==> src/rtl/spi_clkdiv_pkg.sv <==
package spi_clkdiv_pkg;

    parameter int EXP_W  = 4;
    parameter int LIN_W  = 8;
    // widest half period: max of 2^(2^EXP_W - 1 - 1) and 2^LIN_W
    localparam int EXP_HALF_BITS = (1 << EXP_W) - 1;
    localparam int LIN_HALF_BITS = LIN_W + 1;
    parameter int HALF_W = (EXP_HALF_BITS > LIN_HALF_BITS) ? EXP_HALF_BITS : LIN_HALF_BITS;

    typedef struct packed {
        logic             lin_mode;
        logic [EXP_W-1:0] exp_val;
        logic [LIN_W-1:0] lin_val;
    } div_cfg_t;

    localparam div_cfg_t CFG_RESET = '{lin_mode: 1'b0, exp_val: '0, lin_val: '0};

    function automatic logic cfg_is_bypass(input div_cfg_t c);
        return (!c.lin_mode) && (c.exp_val == '0);
    endfunction

    // number of module-clock cycles in one serial-clock half period
    function automatic logic [HALF_W-1:0] half_cycles(input div_cfg_t c);
        logic [HALF_W-1:0] h;
        if (c.lin_mode) begin
            h = HALF_W'(c.lin_val) + HALF_W'(1);
        end else if (c.exp_val == '0) begin
            h = HALF_W'(1);
        end else begin
            h = HALF_W'(1) << (c.exp_val - EXP_W'(1));
        end
        return h;
    endfunction

endpackage

==> src/rtl/sclk_cfg_shadow.sv <==
module sclk_cfg_shadow
    import spi_clkdiv_pkg::*;
(
    input  logic     clk_i,
    input  logic     rst_i,
    input  logic     load_i,
    input  div_cfg_t cfg_i,
    output div_cfg_t act_o
);

    div_cfg_t act_q;

    always_ff @(posedge clk_i) begin
        if (rst_i) begin
            act_q <= CFG_RESET;
        end else if (load_i) begin
            act_q <= cfg_i;
        end
    end

    assign act_o = act_q;

endmodule

==> src/rtl/sclk_half_timer.sv <==
module sclk_half_timer #(
    parameter int CNT_W = 15
) (
    input  logic             clk_i,
    input  logic             rst_i,
    input  logic             run_i,
    input  logic [CNT_W-1:0] half_len_i,
    output logic             tick_o
);

    logic [CNT_W-1:0] cnt_q;
    logic             last;

    assign last   = (cnt_q == (half_len_i - CNT_W'(1)));
    assign tick_o = run_i && last;

    always_ff @(posedge clk_i) begin
        if (rst_i || !run_i) begin
            cnt_q <= '0;
        end else if (last) begin
            cnt_q <= '0;
        end else begin
            cnt_q <= cnt_q + CNT_W'(1);
        end
    end

    // count never passes the active half-period length
    p_cnt_bound_r3: assert property (@(posedge clk_i) disable iff (rst_i)
        run_i |-> (cnt_q < half_len_i));

endmodule

==> src/rtl/sclk_edge_gen.sv <==
module sclk_edge_gen (
    input  logic clk_i,
    input  logic rst_i,
    input  logic bus_en_i,
    input  logic cpol_i,
    input  logic tick_i,
    output logic lvl_o,
    output logic rise_o,
    output logic fall_o
);

    logic lvl_q, rise_q, fall_q;
    logic next_pin;

    // pin level after a toggle: active level is the inverse of cpol
    assign next_pin = cpol_i ^ ~lvl_q;

    always_ff @(posedge clk_i) begin
        if (rst_i || !bus_en_i) begin
            lvl_q  <= 1'b0;
            rise_q <= 1'b0;
            fall_q <= 1'b0;
        end else begin
            rise_q <= tick_i && next_pin;
            fall_q <= tick_i && !next_pin;
            if (tick_i) begin
                lvl_q <= ~lvl_q;
            end
        end
    end

    assign lvl_o  = lvl_q;
    assign rise_o = rise_q;
    assign fall_o = fall_q;

    p_off_idle_r2: assert property (@(posedge clk_i) disable iff (rst_i)
        !bus_en_i |=> (!lvl_q && !rise_q && !fall_q));

    p_strobe_excl_r8: assert property (@(posedge clk_i) disable iff (rst_i)
        !(rise_q && fall_q));

    p_rise_single_r8: assert property (@(posedge clk_i) disable iff (rst_i)
        rise_q |=> !rise_q);

    p_no_runt_r7: assert property (@(posedge clk_i) disable iff (rst_i)
        (bus_en_i && !tick_i) |=> $stable(lvl_q));

endmodule

==> src/rtl/spi_dual_clkdiv.sv <==
module spi_dual_clkdiv
    import spi_clkdiv_pkg::*;
(
    input  logic             clk_i,
    input  logic             rst_i,
    input  logic             bus_en_i,
    input  logic             cpol_i,
    input  logic             div_sel_i,
    input  logic [EXP_W-1:0] exp_div_i,
    input  logic [LIN_W-1:0] lin_div_i,
    output logic             sclk_o,
    output logic             rise_stb_o,
    output logic             fall_stb_o
);

    div_cfg_t          cfg_in, act_cfg;
    logic              act_byp, load_cfg, timer_run, tick;
    logic              lvl, rise_q, fall_q;
    logic              run_q, byp_live;
    logic [HALF_W-1:0] half_len;

    assign cfg_in = '{lin_mode: div_sel_i, exp_val: exp_div_i, lin_val: lin_div_i};

    assign act_byp   = cfg_is_bypass(act_cfg);
    assign half_len  = half_cycles(act_cfg);
    assign timer_run = bus_en_i && !act_byp;
    // reload at idle: disabled, pass-through, or trailing edge of a period
    assign load_cfg  = !bus_en_i || act_byp || (tick && lvl);

    sclk_cfg_shadow u_shadow (
        .clk_i  (clk_i),
        .rst_i  (rst_i),
        .load_i (load_cfg),
        .cfg_i  (cfg_in),
        .act_o  (act_cfg)
    );

    sclk_half_timer #(.CNT_W(HALF_W)) u_timer (
        .clk_i      (clk_i),
        .rst_i      (rst_i),
        .run_i      (timer_run),
        .half_len_i (half_len),
        .tick_o     (tick)
    );

    sclk_edge_gen u_edges (
        .clk_i    (clk_i),
        .rst_i    (rst_i),
        .bus_en_i (bus_en_i),
        .cpol_i   (cpol_i),
        .tick_i   (tick),
        .lvl_o    (lvl),
        .rise_o   (rise_q),
        .fall_o   (fall_q)
    );

    always_ff @(posedge clk_i) begin
        if (rst_i) begin
            run_q <= 1'b0;
        end else begin
            run_q <= bus_en_i;
        end
    end

    assign byp_live   = run_q && act_byp;
    assign sclk_o     = byp_live ? (cpol_i ^ clk_i) : (cpol_i ^ lvl);
    assign rise_stb_o = byp_live || rise_q;
    assign fall_stb_o = byp_live || fall_q;

    p_cfg_hold_r7: assert property (@(posedge clk_i) disable iff (rst_i)
        (bus_en_i && !act_byp && !(tick && lvl)) |=> $stable(act_cfg));

    p_byp_idle_r4: assert property (@(posedge clk_i) disable iff (rst_i)
        (bus_en_i && act_byp) |=> !lvl);

endmodule

==> config.mk <==
export PLATFORM = sky130hd
export DESIGN_NAME = spi_dual_clkdiv
export DESIGN_NICKNAME = d
export VERILOG_FILES = /design/src/rtl/spi_clkdiv_pkg.sv /design/src/rtl/sclk_cfg_shadow.sv /design/src/rtl/sclk_half_timer.sv /design/src/rtl/sclk_edge_gen.sv /design/src/rtl/spi_dual_clkdiv.sv
export SDC_FILE = /design/constraint.sdc
export NUM_CORES = 1
export LEC_CHECK = 0
export BUFFER_PORTS_ARGS = -buffer_cell sky130_fd_sc_hd__clkbuf_2
export CAP_MARGIN = 5
export CORE_MARGIN = 2
export CORE_UTILIZATION = 25
export CTS_CLUSTER_SIZE = 20
export DETAILED_ROUTE_END_ITERATION = 10
export SYNTH_ARGS = -nofsm -noshare
export SYNTH_HDL_FRONTEND = slang
export SYNTH_SLANG_ARGS = --single-unit
==> constraint.sdc <==
create_clock -name clk_i -period 3.6 [get_ports clk_i]
set_input_delay 0.54 -clock clk_i [delete_from_list [all_inputs] [get_ports clk_i]]
set_output_delay 0.54 -clock clk_i [all_outputs]
set_load 0.01 [all_outputs]
# ---- Word level (Yosys, flattened, before mapping)
# Cells that the tools add are included.
dict set report classes {
  n_eq_ne 1
  n_bitwise 4
  shifts 1
  mux 3
  n_reduce_logical 20
  add_sub_neg 4
}
# cell n
set ops {}
lappend ops {{$mux W15} 2}
lappend ops {{$add A15 B1 Y15 const B} 1}
lappend ops {{$eq A15 B15 Y1} 1}
lappend ops {{$shl A1 B4 Y15 const A} 1}
lappend ops {{$sub A15 B1 Y15 const B} 1}
lappend ops {{$add A8 B1 Y9 const B} 1}
lappend ops {{$logic_and A1 B1 Y1} 7}
lappend ops {{$logic_or A1 B1 Y1} 6}
lappend ops {{$logic_not A1 Y1} 5}
lappend ops {{$logic_not A4 Y1} 1}
lappend ops {{$sub A4 B1 Y4 const B} 1}
lappend ops {{$xor A1 B1 Y1} 3}
lappend ops {{$reduce_or A2 Y1} 1}
lappend ops {{$mux W1} 1}
lappend ops {{$not A1 Y1} 1}
dict set report totals {
  word_cells 41
  output_inout_bits 3
  regBits 32
  in_bits 17
}

# ---- Longest topological paths before layout
# Gate-level depths: netlist (run 1).
dict set report depth {
  word_depth 9
  mapped_depth 15
}

# ---- Modules after synthesis
# From an unflattened synthesis (run 1), not the netlist that was laid out.
dict set report hier_totals {
  hier_cells 268
  area_unflattened_um2 2178.3
}
# module instances cells_per_inst area_each_um2
set by_module_without_submodules {}
lappend by_module_without_submodules {sclk_half_timer 1 154 1189.9}
lappend by_module_without_submodules {sclk_cfg_shadow 1 42 474.2}
lappend by_module_without_submodules {spi_dual_clkdiv 1 63 404.1}
lappend by_module_without_submodules {sclk_edge_gen 1 9 110.1}

==> results of run 1 <==
-- per-layer routing --
layer,GRT usage,wire length [um]
met1,0.140,2350
met2,0.191,2310
met3,0.0316,242
met4,0.0506,118
met5,0,0
-- cell usage after synthesis (5+ instances only) --
library cell	number	area [um^2]
a21oi_1	7	35.0
and3_1	7	43.8
clkbuf_1	5	18.8
dfxtp_1	32	641
mux2i_1	20	200
nand2_1	21	78.8
nand2b_1	30	188
nand3_1	9	45.0
nand4_1	8	50.1
nor2_1	29	109
nor3_1	5	25.0
o21ai_0	5	25.0
xnor2_1	20	175
xor2_1	14	123
-- stage by stage --
step	total power (uW)	worst slack [ps]	hold WS, ps
floorplan	605	443	452
global placement	683	170	474
detailed placement	687	109	485
CTS	1080	71.4	381
global route	1140	39.0	396
finish	1070	359	384
-- layout make-up --
| type | count | area share |
|---|---|---|
| repair buffers | 36 | 0.0828 |
| well taps | 108 | 0.0497 |
| clock buffers | 11 | 0.0524 |
| inverters | 5 | 0.00690 |
| multi-input cells | 226 | 0.573 |
| flip-flops and latches | 32 | 0.235 |
-- worst max-delay path, stage by stage (launching register included) --
cell and delay (ps):
dfxtp_1 370, ha_1 270, nand3_1 120, mux2i_1 150
nor3_1 360, nand3_1 190, nor3_1 230, buf_4 150
mux2i_1 200, xor2_1 270, nor4_4 80, a21oi_4 500
mux2i_1 260
-- power by group through the flow --
stage	sequential, uW	combinational [uW]	clock (uW)
floorplan	391	209	4.50
global placement	398	280	6.11
detailed placement	398	283	6.12
CTS	390	285	407
global route	393	318	424
finish	390	284	393
-- logic make-up (layout without fill, tap and decap cells) --
kind of cell,after synthesis,in the layout,synth area share
DFF,32,32,0.280
buffers and inverters,18,52,0.0432
AOI/OAI and AO/OA,30,30,0.0947
adders and majority gates,3,3,0.0164
xor gates and xnor gates,34,34,0.130
muxes,21,21,0.0936
and+or+nand+nor,138,138,0.342
-- path summary, 6_finish.rpt --
kind,start,end,cells past startpoint
max reg2reg,u_shadow.act_o[0],u_shadow.act_o[11],12
max,u_shadow.act_o[0],u_shadow.act_o[11],12
min reg2reg,u_shadow.act_o[8],u_shadow.act_o[8],2
min,exp_div_i[0],u_shadow.act_o[8],3
-- flip-flops by register name (all words and copies together) (netlist names) --
name / count
u_edges.lvl_o: 1
run_q: 1
u_timer.cnt_q: 15
u_edges.fall_o: 1
u_edges.rise_o: 1
u_shadow.act_o: 13
==> summary.md, run 1 <==
| Metric | Value |
|---|---|
| Tcrit/Tclk final | 0.900 |
| # hold bufs at CTS | 0 |
| Minimum clock period | 3240 ps |
| Main synth FF type | dfxtp_1 |
| Clk_lat worst skew | 400 ps |
| Sequential share of power | 0.365 |
| Cell internal pwr | 753 uW |
| Crit path DAT | 3560 ps |
| Share of layout cells above drive strength 1 | 0.190 |
| RSZ-0062 raised after global routing | no |
| Synth Warn # | 0 |
| DRT iter0 DRCs | 82 |
| CTS clock-pin slew for the worst setup and hold paths | 60 ps |
| DR vias/cell | 4.68 |
| GR Overflow Total | 0 |
| Vias in the first global route | 2067 |
| Total GRT Usage | 0.115 |
| Dpl cells | 408 |
| Async SR Flop Fraction | 0 |
| P per Cell Area | 392 nW/um^2 |
| Sw Share | 0.295 |
| Combinational power share | 0.266 |
| Area delta synth->final | 19.0% |
| DRC viols | 0 |
| Non-Filler Instances | 418 |
| Count of final setup violators | 0 |
| RePlAce Congestion | 0.868 |
| Status | finished, final reports clean |
| Clock skew | 4.86 ps |
| Final design utilization | 0.309 |
| Syn nets | 296 |
| Routed Antenna Nets | 0 |
| Finished Cell Area | 2720 um^2 |
| DR pass1 iterations | 4 |
| Critical path endpoint category | flop |
| Setup TNS | 0 ps |
| Worst Hold Class | in -> reg |
| Initial core utilization | 0.260 |
| Die width | 99.6 um |
| First-pass GRT wire length | 9220 um |
| Hpwl dp | 3860 um |
| Slew @ Worst Pin | 577 ps |
| Final nets | 330 |
| Antenna cells | 0 |
| CP Launch Type | flop |
| Cell leakage power | 0.00103 uW |
| Max-Cap Viols | 0 |
| Slew headroom | 0.615 |
| Worst EP required | 3920 ps |
| Largest net degree at the start of global routing | 29 |
| Critical path type | reg -> reg |
| # fillers | 911 |
| Routed len/inst | 12.0 um |
| Post-CTS setup buffers | 0 |
| Post-synthesis sequential area ratio | 0.280 |
| Yosys reg bits | 32 |
| Peak VDD IR | 0.253 mV |
| Post-synth EDFFs | 0 |
| TritonCTS clock tree | built |
| Mapped Cells | 276 |
| Floorplan core area | 8810 um^2 |
| Final wirelength | 5020 um |
| Post-synth cell types | 51 |
| Clk network pwr share | 0.368 |
| Rows | 34 |
| Slew Viols, Final | 0 |
| Port bufs | 19 |
| Most common cell after layout, fill and taps aside | dfxtp_1 |
| Max frequency | 0.309 GHz |
| Die Height | 99.6 um |
| Storage cell area | 641 um^2 |
| Detailed-route via count | 1955 |
| Die footprint | 9930 um^2 |
| Most frequent cells in the layout | dfxtp_1 (32), nand2b_1 (30), nor2_1 (29) |
| Multi-input logic area | 1560 um^2 |
| Synth Cell Area | 2290 um^2 |
| P_sw | 315 uW |
| Initial antenna violation count | 0 |
| Final Hold Fails | 0 |
| Area after DPL | 2570 um^2 |
| R2R setup slack | 360 ps |
| Worst-path fanout max | 13 |
| Post-CTS resize count | 0 |
| Post-Syn Area per Cell | 8.28 um^2 |
| # IOs | 20 |
No activity file was read; power rests on OpenSTA's default activity.
==> inputs of run 2 (changes only) <==
CAP_MARGIN = default   (was 5)
CORE_MARGIN = 3   (was 2)
==> summary.md, run 2 (synthesized netlist as in run 1, its figures left out) <==
| Metric | Value |
|---|---|
| Status | finished, final reports clean |
| Dpl cells | 402 (-1.5%) |
| Final wirelength | 4990 um (-0.70%) |
| Crit path DAT | 3570 ps (about the same) |
| Initial antenna violation count | 0 (unchanged) |
| Antenna cells | 0 (unchanged) |
| Largest net degree at the start of global routing | 29 (unchanged) |
| Vias in the first global route | 2007 (-2.9%) |
| Most frequent cells in the layout | dfxtp_1 (32), nand2b_1 (30), nor2_1 (29) |
| Count of final setup violators | 0 (unchanged) |
| DR pass1 iterations | 4 (unchanged) |
| First-pass GRT wire length | 8850 um (-4.0%) |
| Routed Antenna Nets | 0 (unchanged) |
| Overall power | 1140 uW (+7.1%) |
| Worst-path fanout max | 13 (unchanged) |
| Most common cell after layout, fill and taps aside | dfxtp_1 |
| Area after DPL | 2540 um^2 (-1.3%) |
| DR vias/cell | 4.84 (+3.5%) |
| Non-Filler Instances | 413 (-1.2%) |
| RSZ-0062 raised after global routing | no |
| DRT iter0 DRCs | 125 (+52%) |
| Max frequency | 0.307 GHz (-0.48%) |
| Max-Cap Viols | 0 (unchanged) |
| Total GRT Usage | 0.108 (-0.00757) |
| Die width | 102 um (+2.0%) |
| Final Hold Fails | 0 (unchanged) |
| P per Cell Area | 421 nW/um^2 (+7.3%) |
| Cell leakage power | 0.00102 uW (-1.1%) |
| Worst EP required | 3920 ps (about the same) |
| Detailed-route via count | 2000 (+2.3%) |
| Clock skew | 3.86 ps (-1.00 ps) |
| Floorplan core area | 8810 um^2 (unchanged) |
| Clk_lat worst skew | 390 ps (about the same) |
| Slew headroom | 0.529 (-0.0857) |
| Minimum clock period | 3260 ps (+15.6 ps) |
| Routed len/inst | 12.1 um (+0.51%) |
| # fillers | 933 (+2.4%) |
| Finished Cell Area | 2720 um^2 (-0.18%) |
| Final design utilization | 0.308 (-0.000569) |
| TritonCTS clock tree | built |
| DRC viols | 0 (unchanged) |
| Worst Hold Class | in -> reg |
| Tcrit/Tclk final | 0.905 (+0.00435) |
| # hold bufs at CTS | 0 (unchanged) |
| Top reg by flops | u_timer.cnt_q |
| CP Launch Type | flop |
| Die footprint | 10300 um^2 (+4.1%) |
| # IOs | 20 (unchanged) |
| Critical path endpoint category | flop |
| Final nets | 324 (-1.8%) |
| CTS clock-pin slew for the worst setup and hold paths | 70 ps (about the same) |
| Die Height | 102 um (+2.0%) |
| Share of layout cells above drive strength 1 | 0.180 (-0.00999) |
| Initial core utilization | 0.260 (unchanged) |
| Storage cell area | 641 um^2 (unchanged) |
| GR Overflow Total | 0 (unchanged) |
| Peak VDD IR | 0.276 mV (+8.9%) |
| Rows | 34 (unchanged) |
| Area delta synth->final | 18.8% |
| Max FFs per register | 15 (unchanged) |
| Slew @ Worst Pin | 701 ps (+124 ps) |
| Critical path type | reg -> reg |
| RePlAce Congestion | 0.882 (+1.7%) |
| Hpwl dp | 3680 um (-4.6%) |
| Slew Viols, Final | 0 (unchanged) |
| Port bufs | 19 (unchanged) |
| Multi-input logic area | 1560 um^2 (-0.16%) |
| Setup TNS | 0 ps (unchanged) |
==> run 2: cell type report <==
cell class                 instances  share of cell area
timing repair buffer              30              0.0709
clock buffer                      11              0.0525
multi-input combinational        226               0.573
inverter                           5             0.00691
sequential                        32               0.236
tap                              108              0.0497
clock inverter                     1              0.0111
==> run 2: layer usage <==
layer	vias to the layer above	share of wire	GRT usage	wire (um)
met5	-	0	0	0
met4	0	0.024	0.0583	119
met3	12	0.050	0.0275	250
met2	52	0.47	0.172	2360
met1	928	0.45	0.133	2260
li1	1008	-	-	-
==> run 2: final timing paths <==
| path | cells after the start | slack (ps) | startpoint | to |
|---|---|---|---|---|
| setup / recovery | 13 | 340 | u_shadow.act_o[1] | u_shadow.act_o[5] |
| hold / removal | 3 | 380 | exp_div_i[2] | u_shadow.act_o[10] |
| setup reg to reg | 13 | 340 | u_shadow.act_o[1] | u_shadow.act_o[5] |
| hold reg to reg | 1 | 500 | u_timer.cnt_q[0] | u_timer.cnt_q[0] |
==> run 2: critical path, stage by stage, from the launching register on <==
cell	delay (ps)
dfxtp_1	420
ha_1	310
nand3_1	120
mux2i_1	230
nor3_2	310
nand3_1	160
nor3_1	220
buf_4	150
mux2i_1	210
xor2_1	150
nor4_4	410
a21oi_2	120
buf_12	170
mux2i_1	170
==> run 2: power breakdown <==
part | switching, uW | total, uW | internal (uW)
combinational | 144 | 274 | 131
sequential | 23.0 | 393 | 370
clock | 157 | 476 | 319
==> run 2: per-stage QoR <==
stage          hold slack [ps]  worst slack (ps)
2_1_floorplan              452               443
3_3_place_gp               493               143
3_5_place_dp               493              17.7
4_1_cts                    375               173
5_1_grt                    390              9.33
6_report                   383               344
==> run 2: timing repair <==
item / CTS / global route
setup endpoints to repair: 5 / 29
pin swaps: 0 / 1
buffers inserted: 0 / 0
gates resized for setup: 1 / 1
==> inputs of run 3 (changes only) <==
CORE_UTILIZATION = 54   (was 25)
PLACE_DENSITY = 0.76   (was default)
clock period = 2.8 ns   (was 3.6 ns; I/O delays follow)
==> summary.md, run 3 (synthesized netlist as in run 1, its figures left out) <==
| Metric | Value |
|---|---|
| Highest metal used | met4 |
| Worst-path fanout max | 13 (unchanged) |
| Slew Viols, Final | 0 (unchanged) |
| P per Cell Area | 497 nW/um^2 (+18%) |
| Share of layout cells above drive strength 1 | 0.343 (+0.162) |
| Max FFs per register | 15 (unchanged) |
| Port bufs | 19 (unchanged) |
| GR Overflow Total | 0 (unchanged) |
| Clk_lat worst skew | 400 ps (about the same) |
| Cell leakage power | 0.00116 uW (+14%) |
| Minimum clock period | 2950 ps (-303 ps) |
| Floorplan core area | 4030 um^2 (-54%) |
| Largest net degree at the start of global routing | 29 (unchanged) |
| Routed met1 length | 2420 um (+6.9%) |
| Peak VDD IR | 0.410 mV (+48%) |
| Final wirelength | 5530 um (+11%) |
| Count of final setup violators | 30 (+30) |
| Clock skew | 7.41 ps (+3.55 ps) |
| Slew headroom | 0.667 (+0.138) |
| Final nets | 346 (+6.8%) |
| Die Height | 71.1 um (-30%) |
| Tcrit/Tclk final | 1.05 (+0.150) |
| Non-Filler Instances | 377 (-8.7%) |
| Antenna cells | 0 (unchanged) |
| Max-Cap Viols | 0 (unchanged) |
| Max frequency | 0.339 GHz (+10%) |
| Hold slack final | 244 ps (-139 ps) |
| DR vias/cell | 5.57 (+15%) |
| RePlAce Congestion | 0.910 (+3.1%) |
| Slew @ Worst Pin | 495 ps (-205 ps) |
| Final Hold Fails | 0 (unchanged) |
| Rows | 23 (-32%) |
| Fin worst setup slack | -153 ps (-497 ps) |
| Die footprint | 5050 um^2 (-51%) |
| Dpl cells | 363 (-9.7%) |
| Crit-path slowest cell | or3b_2 |
| Initial core utilization | 0.567 (+0.308) |
| Area delta synth->final | 31.9% |
| Total GRT Usage | 0.218 (+0.110) |
| Overall power | 1500 uW (+31%) |
| Hpwl dp | 3780 um (+2.8%) |
| Most common cell after layout, fill and taps aside | nand2b_1 |
| DRT iter0 DRCs | 111 (-11%) |
| Critical path endpoint category | flop |
| Initial antenna violation count | 0 (unchanged) |
| Cell Chain, Critical Path | buf_6 -> or3b_2 -> o22ai_1 -> nor3_4 -> buf_4 -> nor2_1 -> mux2i_1 -> o21ai_0 -> nand4_1 -> nor4_4 -> a21oi_2 -> buf_12 -> mux2i_2 |
| Violated checks | setup timing |
| Detailed-route via count | 2100 (+5.0%) |
| CP top delay family | simple AND/OR/NAND/NOR gates |
| Top reg by flops | u_timer.cnt_q |
| Status | complete, but fails checks |
| CP Launch Type | flop |
| First-pass GRT wire length | 8720 um (-1.5%) |
| Slowest Stage Delay on Critical Path | 470 ps (+50 ps) |
| DRC viols | 0 (unchanged) |
| Met2 WL post-DR | 2690 um (+14%) |
| # hold bufs at CTS | 0 (unchanged) |
| CTS clock-pin slew for the worst setup and hold paths | 70 ps (about the same) |
| Routed Antenna Nets | 0 (unchanged) |
| Buffer and inverter count on the worst path | 3 (+1) |
| # IOs | 20 (unchanged) |
| Worst EP required | 3080 ps (-840 ps) |
| Vias in the first global route | 1965 (-2.1%) |
| Crit path DAT | 3240 ps (-330 ps) |
| DR pass1 iterations | 4 (unchanged) |
| DR WL met3 | 294 um (+18%) |
| RSZ-0062 raised after global routing | yes |
| Die width | 71.1 um (-30%) |
| Routed len/inst | 14.7 um (+21%) |
| Pre-CTS setup slack | -117 ps (-135 ps) |
| Critical path type | reg -> reg |
| TritonCTS clock tree | built |
| Most frequent cells in the layout | nand2b_1 (29), buf_4 (28), dfxtp_1 (24) |
| Worst Hold Class | in -> reg |
## run 3: what timing repair did
action | 4_1_cts | 5_1_grt
resized for setup | 8 | 26
buffers inserted | 0 | 2
endpoints found under the setup margin | 31 | 31
gates cloned | 0 | 1
pin swaps | 1 | 11
## run 3: path summary, 6_finish.rpt
path	slack, ps	cells past startpoint	endpoint	start
hold reg to reg	510	2	u_shadow.act_o[8]	u_shadow.act_o[8]
hold / removal	240	3	u_shadow.act_o[0]	lin_div_i[0]
setup reg to reg	-150	13	u_shadow.act_o[9]	u_shadow.act_o[12]
setup / recovery	-150	13	u_shadow.act_o[9]	u_shadow.act_o[12]
## run 3: per-stage QoR
| stage | setup TNS, ps | utilization | instance area [um^2] |
|---|---|---|---|
| finish | -3090 | 0.748 | 3020 |
| global route | -9320 | 0.748 | 3020 |
| CTS | -1040 | 0.712 | 2870 |
| floorplan | -91.6 | - | 2380 |
| global placement | -1070 | 0.670 | 2700 |
| detailed placement | -2620 | 0.670 | 2700 |
## run 3: cell type report
cell class / count / area (um^2)
Clock buffer: 10 / 140
Clock inverter: 2 / 12.5
Fill cell: 284 / 1010
Inverter: 5 / 21.3
Multi-Input combinational cell: 226 / 1720
Sequential cell: 32 / 653
Tap cell: 50 / 62.6
Timing Repair Buffer: 52 / 408
## run 3: per-layer routing
metal,global-route usage,vias to the layer above
li1,-,1054
met1,0.277,965
met2,0.338,67
met3,0.0554,14
met4,0.115,0
met5,0,-
## run 3: where the power goes
group | switching [uW] | total [uW] | internal (uW)
clock network | 209 | 532 | 323
registers | 28.6 | 506 | 478
logic | 225 | 460 | 235
## run 3: tightest hold or removal path, delay by kind of cell
family | cells | cell delay [ps]
buf+inv | 1 | 80
simple gates | 1 | 50
mux | 1 | 50
